==> src/rtl/mpu_rx_pkg.sv <==
package mpu_rx_pkg;
  typedef enum logic [1:0] {
    RX_IDLE  = 2'd0,
    RX_START = 2'd1,
    RX_BITS  = 2'd2,
    RX_STOP  = 2'd3
  } rx_state_t;
endpackage

==> src/rtl/mpu_rx_tick.sv <==
module mpu_rx_tick #(
  parameter int DIV = 4
) (
  input  logic clk,
  input  logic rst,
  output logic tick
);
  generate
    if (DIV <= 1) begin : g_pass
      assign tick = 1'b1;
    end else begin : g_div
      localparam int CW = $clog2(DIV);
      logic [CW-1:0] cnt;
      always_ff @(posedge clk) begin
        if (rst) begin
          cnt  <= '0;
          tick <= 1'b0;
        end else if (cnt == CW'(DIV - 1)) begin
          cnt  <= '0;
          tick <= 1'b1;
        end else begin
          cnt  <= cnt + 1'b1;
          tick <= 1'b0;
        end
      end
    end
  endgenerate
endmodule

==> src/rtl/mpu_rx_frame.sv <==
module mpu_rx_frame
  import mpu_rx_pkg::*;
#(
  parameter int OVS   = 16,
  parameter int NBITS = 9
) (
  input  logic             clk,
  input  logic             rst,
  input  logic             tick,
  input  logic             rxd,
  output logic             done,
  output logic             stop_ok,
  output logic [NBITS-1:0] frame
);
  localparam int CW   = $clog2(OVS);
  localparam int BW   = $clog2(NBITS);
  localparam int HALF = OVS / 2;

  logic [1:0]       sync;
  logic             rx_s;
  logic             prev_hi;
  rx_state_t        state;
  logic [CW-1:0]    ovs_cnt;
  logic [BW-1:0]    bit_cnt;
  logic [NBITS-1:0] shreg;

  assign rx_s = sync[1];

  always_ff @(posedge clk) begin
    if (rst) sync <= 2'b11;
    else     sync <= {sync[0], rxd};
  end

  always_ff @(posedge clk) begin
    if (rst) begin
      state   <= RX_IDLE;
      prev_hi <= 1'b0;
      ovs_cnt <= '0;
      bit_cnt <= '0;
      shreg   <= '0;
      done    <= 1'b0;
      stop_ok <= 1'b0;
      frame   <= '0;
    end else begin
      done <= 1'b0;
      if (tick) begin
        case (state)
          RX_IDLE: begin
            prev_hi <= rx_s;
            ovs_cnt <= '0;
            if (prev_hi && !rx_s) state <= RX_START;
          end
          RX_START: begin
            if (ovs_cnt == CW'(HALF - 1)) begin
              ovs_cnt <= '0;
              bit_cnt <= '0;
              if (!rx_s) begin
                state <= RX_BITS;
              end else begin
                state   <= RX_IDLE;
                prev_hi <= 1'b1;
              end
            end else begin
              ovs_cnt <= ovs_cnt + 1'b1;
            end
          end
          RX_BITS: begin
            if (ovs_cnt == CW'(OVS - 1)) begin
              ovs_cnt <= '0;
              shreg   <= {rx_s, shreg[NBITS-1:1]};
              if (bit_cnt == BW'(NBITS - 1)) state <= RX_STOP;
              else                           bit_cnt <= bit_cnt + 1'b1;
            end else begin
              ovs_cnt <= ovs_cnt + 1'b1;
            end
          end
          RX_STOP: begin
            if (ovs_cnt == CW'(OVS - 1)) begin
              ovs_cnt <= '0;
              done    <= 1'b1;
              stop_ok <= rx_s;
              frame   <= shreg;
              prev_hi <= rx_s;
              state   <= RX_IDLE;
            end else begin
              ovs_cnt <= ovs_cnt + 1'b1;
            end
          end
          default: state <= RX_IDLE;
        endcase
      end
    end
  end
endmodule

==> src/rtl/mpu_addr_cmp.sv <==
module mpu_addr_cmp #(
  parameter int W = 8
) (
  input  logic [W-1:0] rx_byte,
  input  logic [W-1:0] addr,
  input  logic [W-1:0] mask,
  output logic         given,
  output logic         bcast
);
  logic [W-1:0] g_ok;
  logic [W-1:0] b_ok;

  for (genvar i = 0; i < W; i++) begin : g_bit
    assign g_ok[i] = !mask[i] || (rx_byte[i] == addr[i]);
    assign b_ok[i] = !(addr[i] || mask[i]) || rx_byte[i];
  end

  assign given = &g_ok;
  assign bcast = &b_ok;
endmodule

==> src/rtl/mpu_addr_rx.sv <==
module mpu_addr_rx #(
  parameter int W        = 8,
  parameter int OVS      = 16,
  parameter int TICK_DIV = 4
) (
  input  logic         clk,
  input  logic         rst,
  input  logic         rxd,
  input  logic         mp_en,
  input  logic [W-1:0] node_addr,
  input  logic [W-1:0] node_mask,
  input  logic         flag_clr,
  output logic [W-1:0] rx_data,
  output logic         rx_ninth,
  output logic         rx_flag,
  output logic         overrun,
  output logic         given_hit,
  output logic         bcast_hit
);
  localparam int NBITS = W + 1;

  logic           tick;
  logic           fr_done;
  logic           fr_stop_ok;
  logic [NBITS-1:0] fr_bits;
  logic           cmp_given;
  logic           cmp_bcast;
  logic           frame_ok;
  logic           is_addr;
  logic           addr_go;
  logic           accept;
  logic           flag_keep;
  logic           ovr_keep;

  mpu_rx_tick #(.DIV(TICK_DIV)) u_tick (
    .clk (clk),
    .rst (rst),
    .tick(tick)
  );

  mpu_rx_frame #(.OVS(OVS), .NBITS(NBITS)) u_frame (
    .clk    (clk),
    .rst    (rst),
    .tick   (tick),
    .rxd    (rxd),
    .done   (fr_done),
    .stop_ok(fr_stop_ok),
    .frame  (fr_bits)
  );

  mpu_addr_cmp #(.W(W)) u_cmp (
    .rx_byte(fr_bits[W-1:0]),
    .addr   (node_addr),
    .mask   (node_mask),
    .given  (cmp_given),
    .bcast  (cmp_bcast)
  );

  always_comb begin
    frame_ok  = fr_done && fr_stop_ok;
    is_addr   = fr_bits[NBITS-1];
    addr_go   = mp_en && frame_ok && is_addr;
    if (!mp_en)      accept = frame_ok;
    else if (is_addr) accept = frame_ok && (cmp_given || cmp_bcast);
    else              accept = frame_ok && (given_hit || bcast_hit);
    flag_keep = rx_flag && !flag_clr;
    ovr_keep  = overrun && !flag_clr;
  end

  always_ff @(posedge clk) begin
    if (rst) begin
      given_hit <= 1'b0;
      bcast_hit <= 1'b0;
    end else if (!mp_en) begin
      given_hit <= 1'b0;
      bcast_hit <= 1'b0;
    end else if (addr_go) begin
      given_hit <= cmp_given;
      bcast_hit <= cmp_bcast;
    end
  end

  always_ff @(posedge clk) begin
    if (rst) begin
      rx_data  <= '0;
      rx_ninth <= 1'b0;
      rx_flag  <= 1'b0;
      overrun  <= 1'b0;
    end else begin
      rx_flag <= flag_keep;
      overrun <= ovr_keep;
      if (accept) begin
        if (flag_keep) begin
          overrun <= 1'b1;
        end else begin
          rx_data  <= fr_bits[W-1:0];
          rx_ninth <= is_addr;
          rx_flag  <= 1'b1;
        end
      end
    end
  end
endmodule

==> config.mk <==
export PLATFORM = sky130hd
export DESIGN_NAME = mpu_addr_rx
export DESIGN_NICKNAME = d
export VERILOG_FILES = /design/src/rtl/mpu_rx_pkg.sv /design/src/rtl/mpu_rx_tick.sv /design/src/rtl/mpu_rx_frame.sv /design/src/rtl/mpu_addr_cmp.sv /design/src/rtl/mpu_addr_rx.sv
export SDC_FILE = /design/constraint.sdc
export NUM_CORES = 1
export LEC_CHECK = 0
export BUFFER_PORTS_ARGS = -buffer_cell sky130_fd_sc_hd__buf_2
export CAP_MARGIN = 10
export CORE_UTILIZATION = 56
export DETAILED_ROUTE_END_ITERATION = 16
export PLACE_DENSITY = 0.88
export SYNTH_ARGS = -nofsm -noshare
export SYNTH_HDL_FRONTEND = slang
export SYNTH_SLANG_ARGS = --single-unit
==> constraint.sdc <==
create_clock -name clk -period 2 [get_ports clk]
set_input_delay 0.1 -clock clk [delete_from_list [all_inputs] [get_ports clk]]
set_output_delay 0.1 -clock clk [all_outputs]
set_load 0.05 [all_outputs]
==> impl_table.tex, run 1 <==
\begin{tabular}{lr}
\hline
Metric & Value \\
\hline
\multicolumn{2}{l}{\textbf{Finish}} \\
Layout overhead on the synthesized area & 13.62\% \\
Summed area of non-filler cells in the final layout & 2557 µm² \\
Reg area & 980.9 µm² \\
Final Non-Filler Cells & 329 \\
Number of diodes added for antenna fixing & 0 \\
Share of cells above drive strength 1 & 0.1922 \\
Number of fill cells in the layout & 318 \\
Combined area of the multi-input logic cells & 1179 µm² \\
Nets@finish & 305 \\
\multicolumn{2}{l}{\textbf{Global routing}} \\
Vias in the first global route & 1,677 \\
Pin count of the biggest net entering global routing & 29 \\
Number of antenna violations at the first check in global routing & 0 \\
Wire length of the first global-routing pass & 7.362 mm \\
Leftover overflow at the end of global routing & 0 \\
Global Route Usage Sum & 0.2271 \\
\multicolumn{2}{l}{\textbf{Routing}} \\
Post-DRT Antenna Nets & 0 \\
Drt total wl & 4.494 mm \\
TritonRoute pass-1 iters & 4 \\
DRC & 0 \\
Vias & 1,848 \\
DR WL/cell & 13.66 µm \\
Drt initial violations & 124 \\
Post-detailed-route via-to-cell ratio & 5.617 \\
\multicolumn{2}{l}{\textbf{Placed design}} \\
Detailed Place HPWL & 3.176 mm \\
DP Cell Count & 320 \\
IO Port Bufs & 33 \\
Global placer's final weighted congestion & 0.8076 \\
DP Area & 2467 µm² \\
\multicolumn{2}{l}{\textbf{Synthesis}} \\
Cells after synthesis & 244 \\
Synth cell count leaders & 49 x sky130\_fd\_sc\_hd\_\_dfxtp\_1, 33 x sky130\_fd\_sc\_hd\_\_nor2\_1, 21 x sky130\_fd\_sc\_hd\_\_mux2i\_1 \\
Most numerous cell in the Yosys netlist & sky130\_fd\_sc\_hd\_\_dfxtp\_1 \\
Top area cells in the synthesized netlist & sky130\_fd\_sc\_hd\_\_dfxtp\_1 44\%, sky130\_fd\_sc\_hd\_\_mux2i\_1 9.3\%, sky130\_fd\_sc\_hd\_\_nor2\_1 5.5\% \\
Number of enable-type register cells in the synthesized netlist & 0 \\
Number of warning messages in the yosys log & 0 \\
Total standard cell area after synthesis & 2251 µm² \\
Portion of the post-synthesis area used by sequential elements & 0.4358 \\
Ys async rst share & 0 \\
Largest area contributor in the netlist & sky130\_fd\_sc\_hd\_\_dfxtp\_1 \\
Yosys cell types & 49 \\
Synth top area share & 0.4358 \\
Synthesized netlist net count & 269 \\
Most frequently used flop master after synthesis & sky130\_fd\_sc\_hd\_\_dfxtp\_1 \\
Average instance area after synthesis & 9.225 µm² \\
Number of storage elements in the synthesis netlist & 49 \\
\multicolumn{2}{l}{\textbf{Timing}} \\
Total count of hold-check failures in the final report & 0 \\
Final Setup Violations & 0 \\
Transition time at the pin with the least slew margin & 0.4936 ns \\
Highest attainable clock frequency & 0.5635 GHz \\
Minimum clock period after layout & 1.775 ns \\
Worst-case headroom to the max-slew limit & 0.6704 \\
Sum of negative setup slack & 0 ns \\
Period utilization & 0.8873 \\
Slew Limit Fails & 0 \\
Setup skew after layout & 0.006064 ns \\
Worst hold slack after final layout & 0.08491 ns \\
Unrepaired setup endpoints after global routing & false \\
\multicolumn{2}{l}{\textbf{Floorplan}} \\
Total Die Area & 4277 µm² \\
Die height & 65.40 µm \\
Row count & 22 \\
I/O pins & 34 \\
Effective utilization at floorplan & 0.5969 \\
Core box area & 3771 µm² \\
Die Span X & 65.40 µm \\
\multicolumn{2}{l}{\textbf{Setup path}} \\
CP Max Fanout & 9 \\
Critical path arrival & 1.95 ns \\
Category of the worst setup path launch point & register \\
Critical path class & reg -> reg \\
Critical Path RT & 2.17 ns \\
Critical Path Sink Type & register \\
\multicolumn{2}{l}{\textbf{Job}} \\
Total of max-cap violations & 0 \\
\multicolumn{2}{l}{\textbf{Clock tree}} \\
CTS tree & yes \\
Inserted Clock Buffers & 5 \\
Root buffer selected by CTS & sky130\_fd\_sc\_hd\_\_clkbuf\_8 \\
Clk sink count & 49 \\
Buffers inserted by post-CTS timing repair & 0 \\
Total number of H-tree levels & 2 \\
Clock edge transition at the registers on the reported setup and hold paths & 0.08 ns \\
Max Buffers Root-to-Sink & 2 \\
Clk\_lat worst skew & 0.30 ns \\
\multicolumn{2}{l}{\textbf{Pwr}} \\
Pwr Density & 638.1 nW/µm² \\
Overall power of the completed layout & 1632 µW \\
Maximum resistive drop on vdd & 0.0004456 V \\
Standby leakage power & 0.0009475 µW \\
\multicolumn{2}{l}{\textbf{Status}} \\
Status & completed \\
\multicolumn{2}{l}{\textbf{Worst hold path}} \\
Min-delay worst type & in -> reg \\
\hline
\end{tabular}
cell families after synthesis:
group	count (synthesis)	share of synthesized area
DFF	49	0.4358
xor gates and xnor gates	11	0.04280
and+or+nand+nor	89	0.2012
muxes	21	0.09338
adders and majority gates	4	0.02224
buffers and inverters	22	0.04057
AOI/OAI and AO/OA	48	0.1640
worst max-delay path, stage by stage (launching register included):
cell	delay, ns
sky130_fd_sc_hd__dfxtp_1	0.40
sky130_fd_sc_hd__o21bai_1	0.15
sky130_fd_sc_hd__o2111ai_1	0.11
sky130_fd_sc_hd__or3_1	0.51
sky130_fd_sc_hd__a31oi_4	0.35
sky130_fd_sc_hd__o32ai_1	0.13
metal layers:
layer	routed length, µm	GRT usage	vias up
li1	-	-	940
met1	2134	0.2845	856
met2	2090	0.3647	45
met3	194	0.06250	7
met4	74	0.09511	0
met5	0	0	-
through the flow:
stage	setup WS, ns	util
global route	0.06547	0.6782
detailed placement	0.2548	0.6543
global placement	0.2598	0.6543
CTS	0.2395	0.6782
floorplan	0.2839	-
finish	0.2255	0.6782
worst paths after layout:
| path | from | end | slack, ns | cells past startpoint |
|---|---|---|---|---|
| hold / removal | flag_clr | overrun$_SDFF_PP0_ | 0.08 | 3 |
| hold reg to reg | u_frame.sync[0]$_SDFF_PP1_ | u_frame.sync[1]$_SDFF_PP1_ | 0.42 | 1 |
| setup / recovery | u_frame.frame[2]$_SDFFE_PP0P_ | rx_data[0]$_SDFFE_PP0P_ | 0.23 | 5 |
| setup reg to reg | u_frame.frame[2]$_SDFFE_PP0P_ | rx_data[0]$_SDFFE_PP0P_ | 0.23 | 5 |
cell usage in the layout (no fill, tap or decap), types with 2 or more instances in the layout:
cell type / count
sky130_fd_sc_hd__a21oi_1: 7
sky130_fd_sc_hd__a22oi_1: 4
sky130_fd_sc_hd__a31oi_1: 2
sky130_fd_sc_hd__and3b_1: 3
sky130_fd_sc_hd__buf_2: 33
sky130_fd_sc_hd__buf_4: 5
sky130_fd_sc_hd__clkbuf_1: 3
sky130_fd_sc_hd__clkbuf_8: 5
sky130_fd_sc_hd__dfxtp_1: 49
sky130_fd_sc_hd__ha_1: 4
sky130_fd_sc_hd__inv_1: 12
sky130_fd_sc_hd__mux2i_1: 21
sky130_fd_sc_hd__nand2_1: 13
sky130_fd_sc_hd__nand2b_1: 5
sky130_fd_sc_hd__nand3_1: 6
sky130_fd_sc_hd__nand3b_1: 3
sky130_fd_sc_hd__nand4_1: 2
sky130_fd_sc_hd__nor2_1: 33
sky130_fd_sc_hd__nor2b_1: 3
sky130_fd_sc_hd__nor3_1: 7
sky130_fd_sc_hd__nor3b_1: 2
sky130_fd_sc_hd__nor4b_1: 2
sky130_fd_sc_hd__o2111ai_1: 2
sky130_fd_sc_hd__o21ai_0: 5
sky130_fd_sc_hd__o21bai_1: 4
sky130_fd_sc_hd__o22ai_1: 2
sky130_fd_sc_hd__o32ai_1: 8
sky130_fd_sc_hd__or2_2: 4
sky130_fd_sc_hd__or3_1: 2
sky130_fd_sc_hd__xnor2_1: 2
sky130_fd_sc_hd__xor2_1: 9
layout make-up:
type,count,area share
Sequential cell,49,0.3836
Multi-Input combinational cell,173,0.4609
Inverter,12,0.01761
Clock buffer,8,0.03131
Tap cell,48,0.02348
Timing Repair Buffer,39,0.08317
flip-flops by register name, indices dropped and copies added, names as in the netlist, 2 cells and up, named ones only:
signal	count
rx_data	8
u_frame.bit_cnt	4
u_frame.frame	9
u_frame.ovs_cnt	4
u_frame.shreg	9
u_frame.sync	2
u_tick.g_div.cnt	2
timing repair:
| action | 4_1_cts | 5_1_grt |
|---|---|---|
| hold endpoints to repair | 1 | 0 |
| resized for setup | 0 | 0 |
| hold buffers | 1 | 0 |
power breakdown:
part           leakage [µW]  internal [µW]  switching [µW]
combinational      0.000512           39.4            48.7
sequential         0.000396            983            4.25
clock             0.0000395            249             308
Note: power is estimated with default switching activity, not from simulation.
==> run 2, diff against run 1 <==
Settings changed: ABC_AREA from default to 1.
==> impl_table.tex, run 2 <==
\begin{tabular}{lr}
\hline
Metric & Value \\
\hline
\multicolumn{2}{l}{\textbf{Setup path}} \\
Worst reg2reg startpoint & u\_frame.ovs\_cnt[0]\$\_SDFFE\_PP0P\_ \\
Critical path arrival & 1.92 ns \\
Critical Path Sink Type & register \\
Critical Path RT & 2.19 ns \\
CP Max Fanout & 7 \\
Number of cells on the worst reg-to-reg path & 10 \\
End of the worst register-to-register path & u\_frame.bit\_cnt[1]\$\_SDFFE\_PP0P\_ \\
Register-to-register setup slack & 0.27 ns \\
Critical path class & reg -> reg \\
Category of the worst setup path launch point & register \\
\multicolumn{2}{l}{\textbf{Synthesis}} \\
Synth top area share & 0.4373 \\
Portion of the post-synthesis area used by sequential elements & 0.4373 \\
Total standard cell area after synthesis & 2243 µm² \\
Ys async rst share & 0 \\
Average instance area after synthesis & 7.167 µm² \\
Most numerous cell in the Yosys netlist & sky130\_fd\_sc\_hd\_\_nand2\_1 \\
Cells after synthesis & 313 \\
Synth cell count leaders & 59 x sky130\_fd\_sc\_hd\_\_nand2\_1, 49 x sky130\_fd\_sc\_hd\_\_dfxtp\_1, 38 x sky130\_fd\_sc\_hd\_\_nor2\_1 \\
Top area cells in the synthesized netlist & sky130\_fd\_sc\_hd\_\_dfxtp\_1 44\%, sky130\_fd\_sc\_hd\_\_nand2\_1 9.9\%, sky130\_fd\_sc\_hd\_\_a21oi\_1 8.0\% \\
Yosys cell types & 30 \\
Number of enable-type register cells in the synthesized netlist & 0 \\
Most frequently used flop master after synthesis & sky130\_fd\_sc\_hd\_\_dfxtp\_1 \\
Synthesized netlist net count & 338 \\
Number of storage elements in the synthesis netlist & 49 \\
Largest area contributor in the netlist & sky130\_fd\_sc\_hd\_\_dfxtp\_1 \\
Number of warning messages in the yosys log & 0 \\
\multicolumn{2}{l}{\textbf{Clock tree}} \\
CTS tree & yes \\
Clk\_lat worst skew & 0.31 ns \\
Inserted Clock Buffers & 5 \\
Root buffer selected by CTS & sky130\_fd\_sc\_hd\_\_clkbuf\_8 \\
Max Buffers Root-to-Sink & 2 \\
Clock edge transition at the registers on the reported setup and hold paths & 0.09 ns \\
Clk sink count & 49 \\
Total number of H-tree levels & 2 \\
Buffers inserted by post-CTS timing repair & 0 \\
\multicolumn{2}{l}{\textbf{Routing}} \\
DRC & 0 \\
Drt total wl & 4.595 mm \\
Drt initial violations & 90 \\
Post-DRT Antenna Nets & 0 \\
Vias & 2,081 \\
TritonRoute pass-1 iters & 4 \\
Post-detailed-route via-to-cell ratio & 5.255 \\
DR WL/cell & 11.60 µm \\
\multicolumn{2}{l}{\textbf{Global routing}} \\
Global Route Usage Sum & 0.2469 \\
Wire length of the first global-routing pass & 8.155 mm \\
Leftover overflow at the end of global routing & 0 \\
Number of antenna violations at the first check in global routing & 0 \\
Vias in the first global route & 1,953 \\
Pin count of the biggest net entering global routing & 23 \\
\multicolumn{2}{l}{\textbf{Timing}} \\
Slew Limit Fails & 0 \\
Final Setup Violations & 0 \\
Unrepaired setup endpoints after global routing & false \\
Highest attainable clock frequency & 0.5785 GHz \\
Sum of negative setup slack & 0 ns \\
Setup skew after layout & 0.005012 ns \\
Total count of hold-check failures in the final report & 0 \\
Minimum clock period after layout & 1.729 ns \\
Transition time at the pin with the least slew margin & 0.5699 ns \\
Slack of the critical path & 0.2714 ns \\
Worst-case headroom to the max-slew limit & 0.6191 \\
Period utilization & 0.8643 \\
\multicolumn{2}{l}{\textbf{Finish}} \\
Number of diodes added for antenna fixing & 0 \\
Leading cell type in the layout, fill and taps excluded & sky130\_fd\_sc\_hd\_\_nand2\_1 \\
Combined area of the multi-input logic cells & 1070 µm² \\
Layout overhead on the synthesized area & 14.33\% \\
Largest regs & u\_frame.frame: 9 flops, u\_frame.shreg: 9 flops, rx\_data: 8 flops \\
Nets@finish & 372 \\
Share of cells above drive strength 1 & 0.1782 \\
Most frequent cells in the layout & 58 x sky130\_fd\_sc\_hd\_\_nand2\_1, 49 x sky130\_fd\_sc\_hd\_\_dfxtp\_1, 38 x sky130\_fd\_sc\_hd\_\_nor2\_1, 36 x sky130\_fd\_sc\_hd\_\_a21oi\_1 \\
Number of fill cells in the layout & 310 \\
Post-layout utilization of the core & 0.6852 \\
Reg area & 980.9 µm² \\
\multicolumn{2}{l}{\textbf{Floorplan}} \\
Total Die Area & 4263 µm² \\
Row count & 22 \\
Core box area & 3744 µm² \\
Die height & 65.30 µm \\
Effective utilization at floorplan & 0.5993 \\
I/O pins & 34 \\
Die Span X & 65.30 µm \\
\multicolumn{2}{l}{\textbf{Pwr}} \\
Pwr Density & 697.4 nW/µm² \\
Maximum resistive drop on vdd & 0.0005794 V \\
Standby leakage power & 0.001200 µW \\
\multicolumn{2}{l}{\textbf{Placed design}} \\
Pre-CTS WS & 0.2338 ns \\
Global placer's final weighted congestion & 0.8955 \\
Detailed Place HPWL & 3.383 mm \\
IO Port Bufs & 33 \\
\multicolumn{2}{l}{\textbf{Worst hold path}} \\
Min-delay worst type & in -> reg \\
Startpoint of the most critical hold path & flag\_clr \\
Cell depth of the worst min-delay path & 4 \\
Worst Hold Path EP & overrun\$\_SDFF\_PP0\_ \\
\multicolumn{2}{l}{\textbf{Status}} \\
Status & completed \\
\multicolumn{2}{l}{\textbf{Job}} \\
Total of max-cap violations & 0 \\
\hline
\end{tabular}
==> run 2: changes by cell type after synthesis, moves of 5 or more <==
cell	before	now
sky130_fd_sc_hd__mux2i_1	21	0
sky130_fd_sc_hd__o32ai_1	8	0
sky130_fd_sc_hd__nand2_1	13	59
sky130_fd_sc_hd__xor2_1	9	1
sky130_fd_sc_hd__inv_2	0	6
sky130_fd_sc_hd__o21ai_0	5	31
sky130_fd_sc_hd__inv_1	12	33
sky130_fd_sc_hd__a21oi_1	7	36
sky130_fd_sc_hd__nand3_1	6	19
sky130_fd_sc_hd__nand2b_1	5	0
sky130_fd_sc_hd__nor2_1	33	38
==> run 2: how the worst max path moves through the flow <==
| stage | from | endpoint | slack [ns] | depth (start not counted) |
|---|---|---|---|---|
| 2_1_floorplan | rx_flag$_SDFF_PP0_ | rx_data[0]$_SDFFE_PP0P_ | 0.53 | 4 |
| 3_3_place_gp | u_frame.ovs_cnt[0]$_SDFFE_PP0P_ | u_frame.frame[3]$_SDFFE_PP0P_ | 0.40 | 8 |
| 3_5_place_dp | u_frame.ovs_cnt[0]$_SDFFE_PP0P_ | u_frame.frame[7]$_SDFFE_PP0P_ | 0.23 | 8 |
| 4_1_cts | u_frame.ovs_cnt[0]$_SDFFE_PP0P_ | u_frame.frame[0]$_SDFFE_PP0P_ | 0.18 | 8 |
| 5_1_grt | u_frame.ovs_cnt[0]$_SDFFE_PP0P_ | u_frame.bit_cnt[1]$_SDFFE_PP0P_ | 0.10 | 10 |
| 6_report | u_frame.ovs_cnt[0]$_SDFFE_PP0P_ | u_frame.bit_cnt[1]$_SDFFE_PP0P_ | 0.27 | 10 |
==> run 2: layout make-up <==
type	instances	share of cell area
clock buffer	6	0.02829
timing repair buffer	36	0.07415
multi-input combinational	215	0.4171
inverter	40	0.05951
clock inverter	2	0.01512
tap	48	0.02341
sequential	49	0.3824
==> run 2: through the flow <==
step	hold WS, ns	instance area (µm²)	cells	power (µW)
global route	0.05349	2565	396	1854
CTS	0.04012	2562	396	1800
detailed placement	0.2917	2441	387	1102
finish	0.04184	2565	396	1789
floorplan	0.1730	2243	313	1064
global placement	0.2856	2441	387	1099
==> run 2: where the power goes <==
part	switching [µW]	total, µW	internal [µW]
Clock	332	707	375
Sequential	4.20	988	983
Combinational	53.9	93.9	39.9
==> run 2: cells by family (layout without fill, tap and decap cells) <==
family          count (synthesis)  in the layout  share of synthesized area
flops                          49             49                     0.4373
simple gates                  138            138                     0.2794
compound gates                 72             72                     0.1701
buf+inv                        49             84                    0.08700
xor+xnor                        1              1                   0.003905
fa+ha+maj                       4              4                    0.02231
==> run 2: what timing repair did <==
action	4_1_cts	5_1_grt
hold buffers	1	0
endpoints found under the setup margin	0	4
gates resized for setup	0	1
hold endpoints to repair	1	0
==> run 2: worst max-delay path, cell delays in order, from the launching register on <==
cell	delay [ns]
sky130_fd_sc_hd__dfxtp_1	0.39
sky130_fd_sc_hd__ha_1	0.19
sky130_fd_sc_hd__nand2_1	0.09
sky130_fd_sc_hd__inv_1	0.08
sky130_fd_sc_hd__nand2_1	0.12
sky130_fd_sc_hd__nor3_4	0.26
sky130_fd_sc_hd__nand2_2	0.11
sky130_fd_sc_hd__nand2_4	0.10
sky130_fd_sc_hd__inv_4	0.05
sky130_fd_sc_hd__a21oi_1	0.17
sky130_fd_sc_hd__a211oi_2	0.05
==> run 2: metal layers <==
metal  global-route usage  share of wire
met5                    0              0
met4              0.09239          0.022
met3              0.05903          0.049
met2               0.4201           0.49
met1               0.2996           0.44
